`src/rtl/pit_pkg.sv`:
```
package pit_pkg;
  localparam int NUM_CH = 3;
  localparam logic [1:0] CTRL_ADDR = 2'd3;
  localparam logic [1:0] SEL_READBACK = 2'b11;

  typedef enum logic [1:0] {
    RW_LATCH = 2'b00,
    RW_LO    = 2'b01,
    RW_HI    = 2'b10,
    RW_PAIR  = 2'b11
  } rw_mode_e;
endpackage

```
`src/rtl/pit_edge.sv`:
```
module pit_edge (
  input  logic clk,
  input  logic rst,
  input  logic lvl,
  output logic rise
);
  logic prev_q;

  always_ff @(posedge clk) begin
    if (rst) prev_q <= 1'b1;
    else     prev_q <= lvl;
  end

  assign rise = lvl & ~prev_q;
endmodule

```
`src/rtl/pit_channel.sv`:
```
module pit_channel
  import pit_pkg::*;
#(
  parameter int DW = 8
) (
  input  logic          clk,
  input  logic          rst,
  input  logic          cw_hit,
  input  rw_mode_e      cw_rw,
  input  logic          wr_hit,
  input  logic          rd_hit,
  input  logic [DW-1:0] wdata,
  input  logic          tick,
  input  logic          gate,
  output logic [DW-1:0] rd_byte,
  output logic          out
);
  localparam int CW = 2 * DW;

  rw_mode_e        mode_q;
  logic [CW-1:0]   reload_q, count_q, hold_q;
  logic [DW-1:0]   stage_q;
  logic            wptr_q, rptr_q, held_q, armed_q, out_q;
  logic [CW-1:0]   src, new_val;
  logic            load_now;

  always_comb begin
    src = held_q ? hold_q : count_q;
    case (mode_q)
      RW_HI:   rd_byte = src[CW-1:DW];
      RW_PAIR: rd_byte = rptr_q ? src[CW-1:DW] : src[DW-1:0];
      default: rd_byte = src[DW-1:0];
    endcase
  end

  always_comb begin
    load_now = 1'b0;
    new_val  = '0;
    case (mode_q)
      RW_LO:   begin load_now = 1'b1; new_val = {{DW{1'b0}}, wdata}; end
      RW_HI:   begin load_now = 1'b1; new_val = {wdata, {DW{1'b0}}}; end
      RW_PAIR: begin load_now = wptr_q; new_val = {wdata, stage_q}; end
      default: begin load_now = 1'b0; new_val = '0; end
    endcase
  end

  always_ff @(posedge clk) begin
    if (rst) begin
      mode_q   <= RW_PAIR;
      reload_q <= '0;
      count_q  <= '0;
      hold_q   <= '0;
      stage_q  <= '0;
      wptr_q   <= 1'b0;
      rptr_q   <= 1'b0;
      held_q   <= 1'b0;
      armed_q  <= 1'b0;
      out_q    <= 1'b1;
    end else begin
      if (rd_hit) begin
        if (mode_q == RW_PAIR) begin
          rptr_q <= ~rptr_q;
          if (rptr_q) held_q <= 1'b0;
        end else begin
          held_q <= 1'b0;
        end
      end
      if (cw_hit) begin
        if (cw_rw == RW_LATCH) begin
          if (!held_q) begin
            held_q <= 1'b1;
            hold_q <= count_q;
          end
        end else begin
          mode_q  <= cw_rw;
          wptr_q  <= 1'b0;
          rptr_q  <= 1'b0;
          held_q  <= 1'b0;
          armed_q <= 1'b0;
          out_q   <= 1'b1;
        end
      end else if (wr_hit) begin
        if (mode_q == RW_PAIR && !wptr_q) begin
          stage_q <= wdata;
          wptr_q  <= 1'b1;
        end else if (load_now) begin
          reload_q <= new_val;
          count_q  <= new_val;
          armed_q  <= 1'b1;
          out_q    <= 1'b1;
          wptr_q   <= 1'b0;
        end
      end else if (armed_q && gate && tick) begin
        if (count_q == CW'(1)) begin
          count_q <= reload_q;
          out_q   <= 1'b1;
        end else begin
          count_q <= count_q - CW'(1);
          if (count_q == CW'(2)) out_q <= 1'b0;
        end
      end
    end
  end

  assign out = out_q;

  AST_CMD_HALTS: assert property (@(posedge clk) disable iff (rst)
    cw_hit && cw_rw != RW_LATCH |=> !armed_q && out_q);

  AST_GATE_PAUSE: assert property (@(posedge clk) disable iff (rst)
    !gate && !cw_hit && !wr_hit |=> $stable(count_q));

  AST_HOLD_STABLE: assert property (@(posedge clk) disable iff (rst)
    held_q && !cw_hit && !rd_hit |=> held_q && $stable(hold_q));

  AST_STEP_DOWN: assert property (@(posedge clk) disable iff (rst)
    armed_q && gate && tick && !cw_hit && !wr_hit && count_q > CW'(2)
    |=> count_q == $past(count_q) - CW'(1));
endmodule

```
`src/rtl/pit_timer.sv`:
```
module pit_timer
  import pit_pkg::*;
#(
  parameter int DW = 8
) (
  input  logic              clk,
  input  logic              rst,
  input  logic              wr_en,
  input  logic              rd_en,
  input  logic [1:0]        addr,
  input  logic [DW-1:0]     wdata,
  output logic [DW-1:0]     rdata,
  input  logic [NUM_CH-1:0] ch_clk,
  input  logic [NUM_CH-1:0] ch_gate,
  input  logic              chain_01,
  output logic [NUM_CH-1:0] ch_out
);
  logic [DW-1:0] rd_bytes [NUM_CH];
  logic [DW-1:0] rd_sel;
  logic          ctrl_wr;
  logic [1:0]    cw_sel;
  rw_mode_e      cw_rw;

  assign ctrl_wr = wr_en && (addr == CTRL_ADDR);
  assign cw_sel  = wdata[DW-1:DW-2];
  assign cw_rw   = rw_mode_e'(wdata[DW-3:DW-4]);

  for (genvar i = 0; i < NUM_CH; i++) begin : g_ch
    logic src, tick;
    if (i == 1) begin : g_chain
      assign src = chain_01 ? ch_out[0] : ch_clk[i];
    end else begin : g_pin
      assign src = ch_clk[i];
    end

    pit_edge u_edge (
      .clk  (clk),
      .rst  (rst),
      .lvl  (src),
      .rise (tick)
    );

    pit_channel #(.DW(DW)) u_ch (
      .clk     (clk),
      .rst     (rst),
      .cw_hit  (ctrl_wr && cw_sel == 2'(i)),
      .cw_rw   (cw_rw),
      .wr_hit  (wr_en && addr == 2'(i)),
      .rd_hit  (rd_en && addr == 2'(i)),
      .wdata   (wdata),
      .tick    (tick),
      .gate    (ch_gate[i]),
      .rd_byte (rd_bytes[i]),
      .out     (ch_out[i])
    );
  end

  always_comb begin
    rd_sel = '0;
    for (int i = 0; i < NUM_CH; i++)
      if (addr == 2'(i)) rd_sel = rd_bytes[i];
  end

  always_ff @(posedge clk) begin
    if (rst)        rdata <= '0;
    else if (rd_en) rdata <= (addr == CTRL_ADDR) ? '0 : rd_sel;
  end

  AST_CTRL_READ_ZERO: assert property (@(posedge clk) disable iff (rst)
    rd_en && addr == CTRL_ADDR |=> rdata == '0);
endmodule

```
`config.mk`:
```
export PLATFORM = sky130hd
export DESIGN_NAME = pit_timer
export DESIGN_NICKNAME = d
export VERILOG_FILES = /design/src/rtl/pit_pkg.sv /design/src/rtl/pit_edge.sv /design/src/rtl/pit_channel.sv /design/src/rtl/pit_timer.sv
export SDC_FILE = /design/constraint.sdc
export NUM_CORES = 1
export LEC_CHECK = 0
export BUFFER_PORTS_ARGS = -buffer_cell sky130_fd_sc_hd__buf_4
export CAP_MARGIN = 40
export CORE_MARGIN = 2
export CORE_UTILIZATION = 50
export CTS_CLUSTER_SIZE = 14
export DETAILED_ROUTE_END_ITERATION = 8
export PLACE_DENSITY = 0.66
export SYNTH_ARGS = -nofsm -noshare
export SYNTH_HDL_FRONTEND = slang
export SYNTH_SLANG_ARGS = --single-unit
```
`constraint.sdc`:
```
create_clock -name clk -period 4.4 [get_ports clk]
set_input_delay 0.44 -clock clk [delete_from_list [all_inputs] [get_ports clk]]
set_output_delay 0.44 -clock clk [all_outputs]
set_load 0.01 [all_outputs]
```
======== Yosys cells after proc, flatten, opt, wreduce, memory -nomap -nowiden ========
Cells that the tools add are included.
cells by class
  add/subtract/negate cells ............... 3
  multiply operators ...................... 0
  div/mod/pow operators ................... 0
  magnitude comparators ................... 0
  eq/ne operators ......................... 38
  shift-type cells ........................ 0
  mux-type cells .......................... 106
  bitwise gates (word level) .............. 16
  reductions and logical operators ........ 70
operators with widths
  operator                                              count
  two-way mux 16 bit                                    18
  one-hot mux 16 bit (3 select lines)                   3
  two-way mux 1 bit                                     72
  two-way mux 8 bit                                     7
  equality test 16 x 1 -> 1 bit, second input constant  3
  equality test 16 x 2 -> 1 bit, second input constant  3
  one-hot mux 8 bit (2 select lines)                    3
  subtractor 16 x 1 -> 16 bit, second input constant    3
  AND reduction 4 bit                                   9
  logical AND 1 bit                                     19
  equality test 2 bit, second input constant            9
  != test 2 bit, second input constant                  9
  != test 3 x 2 -> 1 bit, second input constant         6
  AND reduction 3 bit                                   6
  nonzero test 2 bit                                    9
  nonzero test 3 bit                                    6
  AND reduction 5 bit                                   3
  NOT 1 bit                                             13
  AND reduction 2 bit                                   6
  nonzero test 4 bit                                    3
  equality test 2 x 1 -> 1 bit, second input constant   5
  logical NOT 2 bit                                     3
  != test 2 x 1 -> 1 bit, second input constant         3
  one-hot mux 1 bit (2 select lines)                    3
  3 further kinds                                       9
storage, ports and cells
  flip-flop bits (word level) ............. 200
  latch bits .............................. 0
  RAM bits ................................ 0
  ROM bits ................................ 0
  input bits .............................. 21
  output and inout bits ................... 11
  word-level logic and storage cells ...... 267
  memories ................................ 0

======== Logic depth before layout (Yosys ltp) ========
  word-level depth ........................ 7
  mapped depth ............................ 9
  gate-level depth less buffers ........... 7

======== Modules after synthesis ========
Synthesis repeated with hierarchy kept, for this count alone.
second synthesis, totals
  cell total of the unflattened synthesis .. 1339
  area, all modules ....................... 10913.0 µm²
modules (own cells, without submodules)
  module                          instances  cells an instance  area an instance (µm²)  sequential area each (µm²)
  pit_channel (g_ch[0].u_ch ...)  2          418                3409.5                  1261.2
  pit_channel (g_ch[2].u_ch)      1          426                3435.8                  1261.2
  pit_timer                       1          68                 560.5                   160.2
  pit_edge                        3          3                  32.5                    20.0

======== Worst setup path before layout ========
Ideal clock, no wire load.
  path type ............................... reg2reg
  from .................................... register g_ch[1].u_ch.mode_q[0]
  to ...................................... register g_ch[1].u_ch.count_q[6]
  library setup time ...................... 86 ps
  data arrival time ....................... 2234 ps
  data required time ...................... 4314 ps
  path slack .............................. 2081 ps
  stages on the path, launching flop included .. 10
  buffers on the path ..................... 2
  clock period less this slack ............ 2319 ps
  path through ............................ dfxtp_1 inv_1 ha_1 mux2_2 and2_1 buf_2 a21oi_1 clkbuf_1 a21oi_1 a211oi_1
on the way
  word-level cells in the longest chain between the ends .. 5
  elaborated cells on any way between the ends .. 13
  classes of those cells .................. eq/ne (5); mux (5); reduce/logical (3)
RTL lines
  element                                                                              line                                  RTL
  start: declaration                                                                   pit_channel.sv:20                     rw_mode_e mode_q;
  start signal: assignment                                                             pit_channel.sv:75                     mode_q <= cw_rw;
  equality test 2 x 1 -> 1 bit, or another cell as far along                           pit_channel.sv:39                     case (mode_q)
  OR reduction 2 bit (no line) or one-hot mux 16 bit (3 select lines) (tied branches)  --
  one-hot mux 1 bit (2 select lines) or two-way mux 16 bit (tied branches)             pit_channel.sv:39, pit_channel.sv:86
  != test 2 bit (no line) or two-way mux 16 bit (tied branches)                        --
  AND reduction 4 bit (no line) or two-way mux 16 bit (tied branches)                  --
  end signal: assignment                                                               pit_channel.sv:88                     count_q <= new_val;
  end signal: assignment                                                               pit_channel.sv:95                     count_q <= reload_q;
  end signal: assignment                                                               pit_channel.sv:98                     count_q <= count_q - CW'(1);
  end: declaration                                                                     pit_channel.sv:21                     logic [CW-1:0] reload_q, count_q, hold_q;
Several ways; a longest one is shown, not always the timed one. The select of a mux whose other input is x is not followed.
A chain may end at the register's enable or synchronous reset.

======== Final worst setup path ========
  from .................................... register g_ch[2].u_ch.mode_q[0]
  to ...................................... register g_ch[2].u_ch.count_q[10]
on the way
  word-level cells in the longest chain between the ends .. 5
  elaborated cells on any way between the ends .. 13
  classes of those cells .................. eq/ne (5); mux (5); reduce/logical (3)
RTL lines
  element                                                                              line
  start: declaration                                                                   pit_channel.sv:20
  start signal: assignment                                                             pit_channel.sv:75
  equality test 2 x 1 -> 1 bit, or another cell as far along                           pit_channel.sv:39
  OR reduction 2 bit (no line) or one-hot mux 16 bit (3 select lines) (tied branches)  --
  one-hot mux 1 bit (2 select lines) or two-way mux 16 bit (tied branches)             pit_channel.sv:39, pit_channel.sv:86
  != test 2 bit (no line) or two-way mux 16 bit (tied branches)                        --
  AND reduction 4 bit (no line) or two-way mux 16 bit (tied branches)                  --
  end signal: assignment                                                               pit_channel.sv:88
  end signal: assignment                                                               pit_channel.sv:95
  end signal: assignment                                                               pit_channel.sv:98
  end: declaration                                                                     pit_channel.sv:21
Several ways; a longest one is shown, not always the timed one. The select of a mux whose other input is x is not followed.

==> reports/summary.md <==
The run finished with clean final reports. The number of hold buffers added after CTS was 0. By area the synthesized netlist is led by dfxtp_1 37%, mux2i_1 11%, nor2_1 6.0%. The clock root buffer is clkbuf_16. The start point of the worst min-delay path is ch_clk[0]. Clock-pin slew was measured on the worst setup and hold paths at 0.07 ns.

The ratio of routed vias to standard cells was 6.32. The synthesized netlist devotes 21.4% of its cell area to compound gates. No sink is reached through more buffers than the 2 on the longest clock path. The number of gates resized after CTS was 0. The run gives 0 as the number of pins with negative max-slew slack in the final report. For the number of endpoints failing setup at the final stage, the log shows 0. The run gives 1.10 ns as the worst slack at placement. Type of origin of the critical path: a register. The startpoint identified for the worst register-to-register timing path is g_ch[2].u_ch.mode_q[0].

Across all setup checks in the final design, the least slack found is 1.34 ns. The run gives 0.45 ns as the source-to-sink clock delay at the later pin of the worst-skew pair. The relative area change from synthesis to final layout is 8.29%, and the final sum of negative setup slack is 0 ns. Counting both buffers and inverters, the worst setup path holds a total of 0. The number of clock buffers added by TritonCTS is 17. After floorplanning, the core was divided into 54 placement rows. Measured along the y axis, the die boundary spans 152 um. The logs give 41.9% for the clock network fraction of total power and 11000 sq um for the area of the mapped netlist. The detail route stage leaves a number of antenna-violating nets equal to 0.

The final number of hold-violating endpoints was 0; the share of the synthesized area in the top cell type was 36.5%. The number of nets in the layout is 1318. Input and output buffers added on the ports amount to 31.

The run gives 200 as the TritonCTS sink count. The endpoint required time on the critical path came out at 4.74 ns. The most used flip-flop cell after synthesis is dfxtp_1. Worst IR drop on VDD: 226 uV. TritonCTS built the clock tree. The path category of the worst min-delay check is primary input to register. Once the floorplan was initialized, standard cells occupied 50.5% of the core. Measured against its own limit, the worst slew margin works out to 36.6%. The die covers 23100 sq um.

The async set or reset register ratio after synthesis came out at 0%. After detailed routing, the average wire length per cell comes to 20.3 um. The logs give 0.222 ns for the worst hold slack after final layout and 0 for the DRC violations left.

The worst path uses 69.6% of the clock period. The dominant delay contributor by cell family on the critical path is compound AO/OA/AOI/OAI gates. For the final database, setup skew stands at 0.0136 ns.

In the synthesized netlist, mux cells make up 11.4% of the area. The final antenna diode count came out at 0. The internal portion of the total power is 2.88 mW. The CTS H-tree depth was 4. The synthesized design contains 200 register bits. The category of the worst setup path capture point is a register. After global routing the overflow that remains totals 0. In this run, placement finished with an instance count of 1534. For this design, the slowest cell found on the critical path is a21oi_2. The sequential cell area fraction in the yosys report is 36.5%. The maximum number of pins on one net before global-route repair is 66, and the net switching fraction of the power is 26.0%.

The analysis attributes to cell leakage a power of 4.35 nW. Setup repair after global routing left no endpoint under its margin. The first global-routing pass estimated 50400 um of wire.

For the HPWL after detailed placement, the log shows 21600 um. For the count of cell types in the netlist, the log shows 78. The startpoint of the worst setup timing path was g_ch[2].u_ch.mode_q[0].

From left edge to right edge, the die measures 152 um. The tools report the number of antenna violations at the first check in global routing as 0. Synthesis produced a netlist whose cell count is 1319. The run gives 884 as the number of DRC markers after the initial detailed-route iteration.

Max-cap violations in this run came to 0. After Yosys synthesis, full adders, half adders and majority gates account for 2.74% of the synthesized area. The number of I/O pins is 32, and the synthesized-area fraction occupied by and/or/nand/nor cells is 20.5%.

Post-CTS timing repair inserted 0 buffers for setup. For the switching component of the power, the log shows 1.01 mW. The worst-margin pin slew is 0.944 ns, and the placed standard-cell area is 11300 sq um. For this block, the via count after detailed routing is 9889.

The count of cells in the finished layout, fillers not included, comes to 1565. The sequential fraction of design power is 47.8%. The relative contribution of combinational cells to total power was 10.4%. The total routing resource utilization after global routing came out at 26.9%. The post-route standard cell area excluding fillers was 11900 sq um.

The power density over cell area works out to 328 nW/um^2. The Yosys warning count is 0, and the maximum clock frequency is 327 MHz. Dominant cell by count in the synthesized netlist: dfxtp_1. The fraction of final layout cells sized beyond drive strength 1 was 9.34%. The synthesized netlist devotes 2.16% of its cell area to XOR and XNOR gates.

The final layout contains routed wiring with a total length of 31700 um. Total power for the finished layout comes to 3.89 mW. The via count of the first global-routing pass is 9098. By count the netlist is led by 200 x dfxtp_1, 175 x nor2_1, 117 x mux2i_1. The standard cell core area was 21700 sq um; the mean cell area of the mapped netlist was 8.31 sq um.

Once layout is complete, the utilization of the core stands at 54.7%. Data on the critical path arrives at its endpoint at 3.40 ns. In this design, the stage delay of the slowest critical-path cell is 0.72 ns. The cell taking the most area after synthesis is dfxtp_1. Final critical delay including setup and external delays: 3.06 ns. By startpoint and endpoint, the worst setup path is classified as register to register. Of all nets on the critical path, the largest fanout is 19.

The logs give 1364 for the net count after synthesis and 0.889 for the final RePlAce weighted congestion. Counting flops with a built-in enable in the synthesized netlist gives 0. After synthesis, the largest family of logic cells by area is compound AO/OA/AOI/OAI gates. Traced cell by cell, the critical path runs through ha_1 -> mux2i_1 -> or3_1 -> a21oi_2 -> o21ai_0 -> a221oi_1.

The number of detailed-route iterations in the first pass was 6.
[per-layer routing]
layer	track usage (%)	share of wire, %
met1	37.9	45
met3	4.42	6.7
met5	0	0
met4	9.43	2.8
met2	41.6	46
[cell families (layout without fill, tap and decap cells)]
group           Yosys count  after routing
mux                     124            124
buf+inv                 142            108
compound gates          345            345
simple gates            457            457
fa+ha+maj                24             24
xor+xnor                 27             27
flops                   200            200
[area by class of cell]
| cell class | count | area [sq um] |
|---|---|---|
| flip-flops and latches | 200 | 4000 |
| repair buffers | 53 | 440 |
| inverters | 24 | 90.1 |
| fillers | 2049 | 9820 |
| clock inverters | 12 | 164 |
| well taps | 280 | 350 |
| clock buffers | 19 | 433 |
| multi-input cells | 977 | 6390 |
[registers in the layout (all words and copies together), names as in the netlist]
| name | count |
|---|---|
| g_ch.u_ch.out | 3 |
| g_ch.u_ch.hold_q | 48 |
| g_ch.u_ch.reload_q | 48 |
| g_ch.u_ch.count_q | 48 |
| g_ch.u_ch.armed_q | 3 |
| g_ch.u_ch.wptr_q | 3 |
| g_ch.u_ch.mode_q | 6 |
| g_ch.u_ch.stage_q | 24 |
| g_ch.u_edge.prev_q | 3 |
| rdata | 8 |
| g_ch.u_ch.rptr_q | 3 |
| g_ch.u_ch.held_q | 3 |
[power by group through the flow]
stage / logic (mW) / registers, mW / clock network [mW]
floorplan: 0.290 / 1.89 / 0
global placement: 0.386 / 1.90 / 0
detailed placement: 0.396 / 1.90 / 0
CTS: 0.398 / 1.86 / 1.66
global route: 0.438 / 1.86 / 1.73
finish: 0.404 / 1.86 / 1.63
[path summary, 6_finish.rpt]
check,to,slack [ns],depth (start not counted)
worst max-delay path,g_ch[2].u_ch.count_q[10],1.34,6
worst max register to register,g_ch[2].u_ch.count_q[10],1.34,6
worst min-delay path,g_ch[0].u_edge.prev_q,0.22,2
worst min register to register,g_ch[1].u_ch.reload_q[9],0.46,2
[placed cells by master (no fill, tap or decap), drive strengths merged, types with 19 or more instances in the layout]
| master | instances |
|---|---|
| dfxtp | 200 |
| nor2 | 175 |
| mux2i | 117 |
| a21oi | 104 |
| nand2 | 88 |
| o21ai | 54 |
| nor3 | 53 |
| buf | 53 |
| nand3 | 31 |
| inv | 29 |
| ha | 24 |
| o211ai | 21 |
| a211oi | 19 |
| o221ai | 19 |
| clkbuf | 19 |
Power figures use the tool's default switching activity.
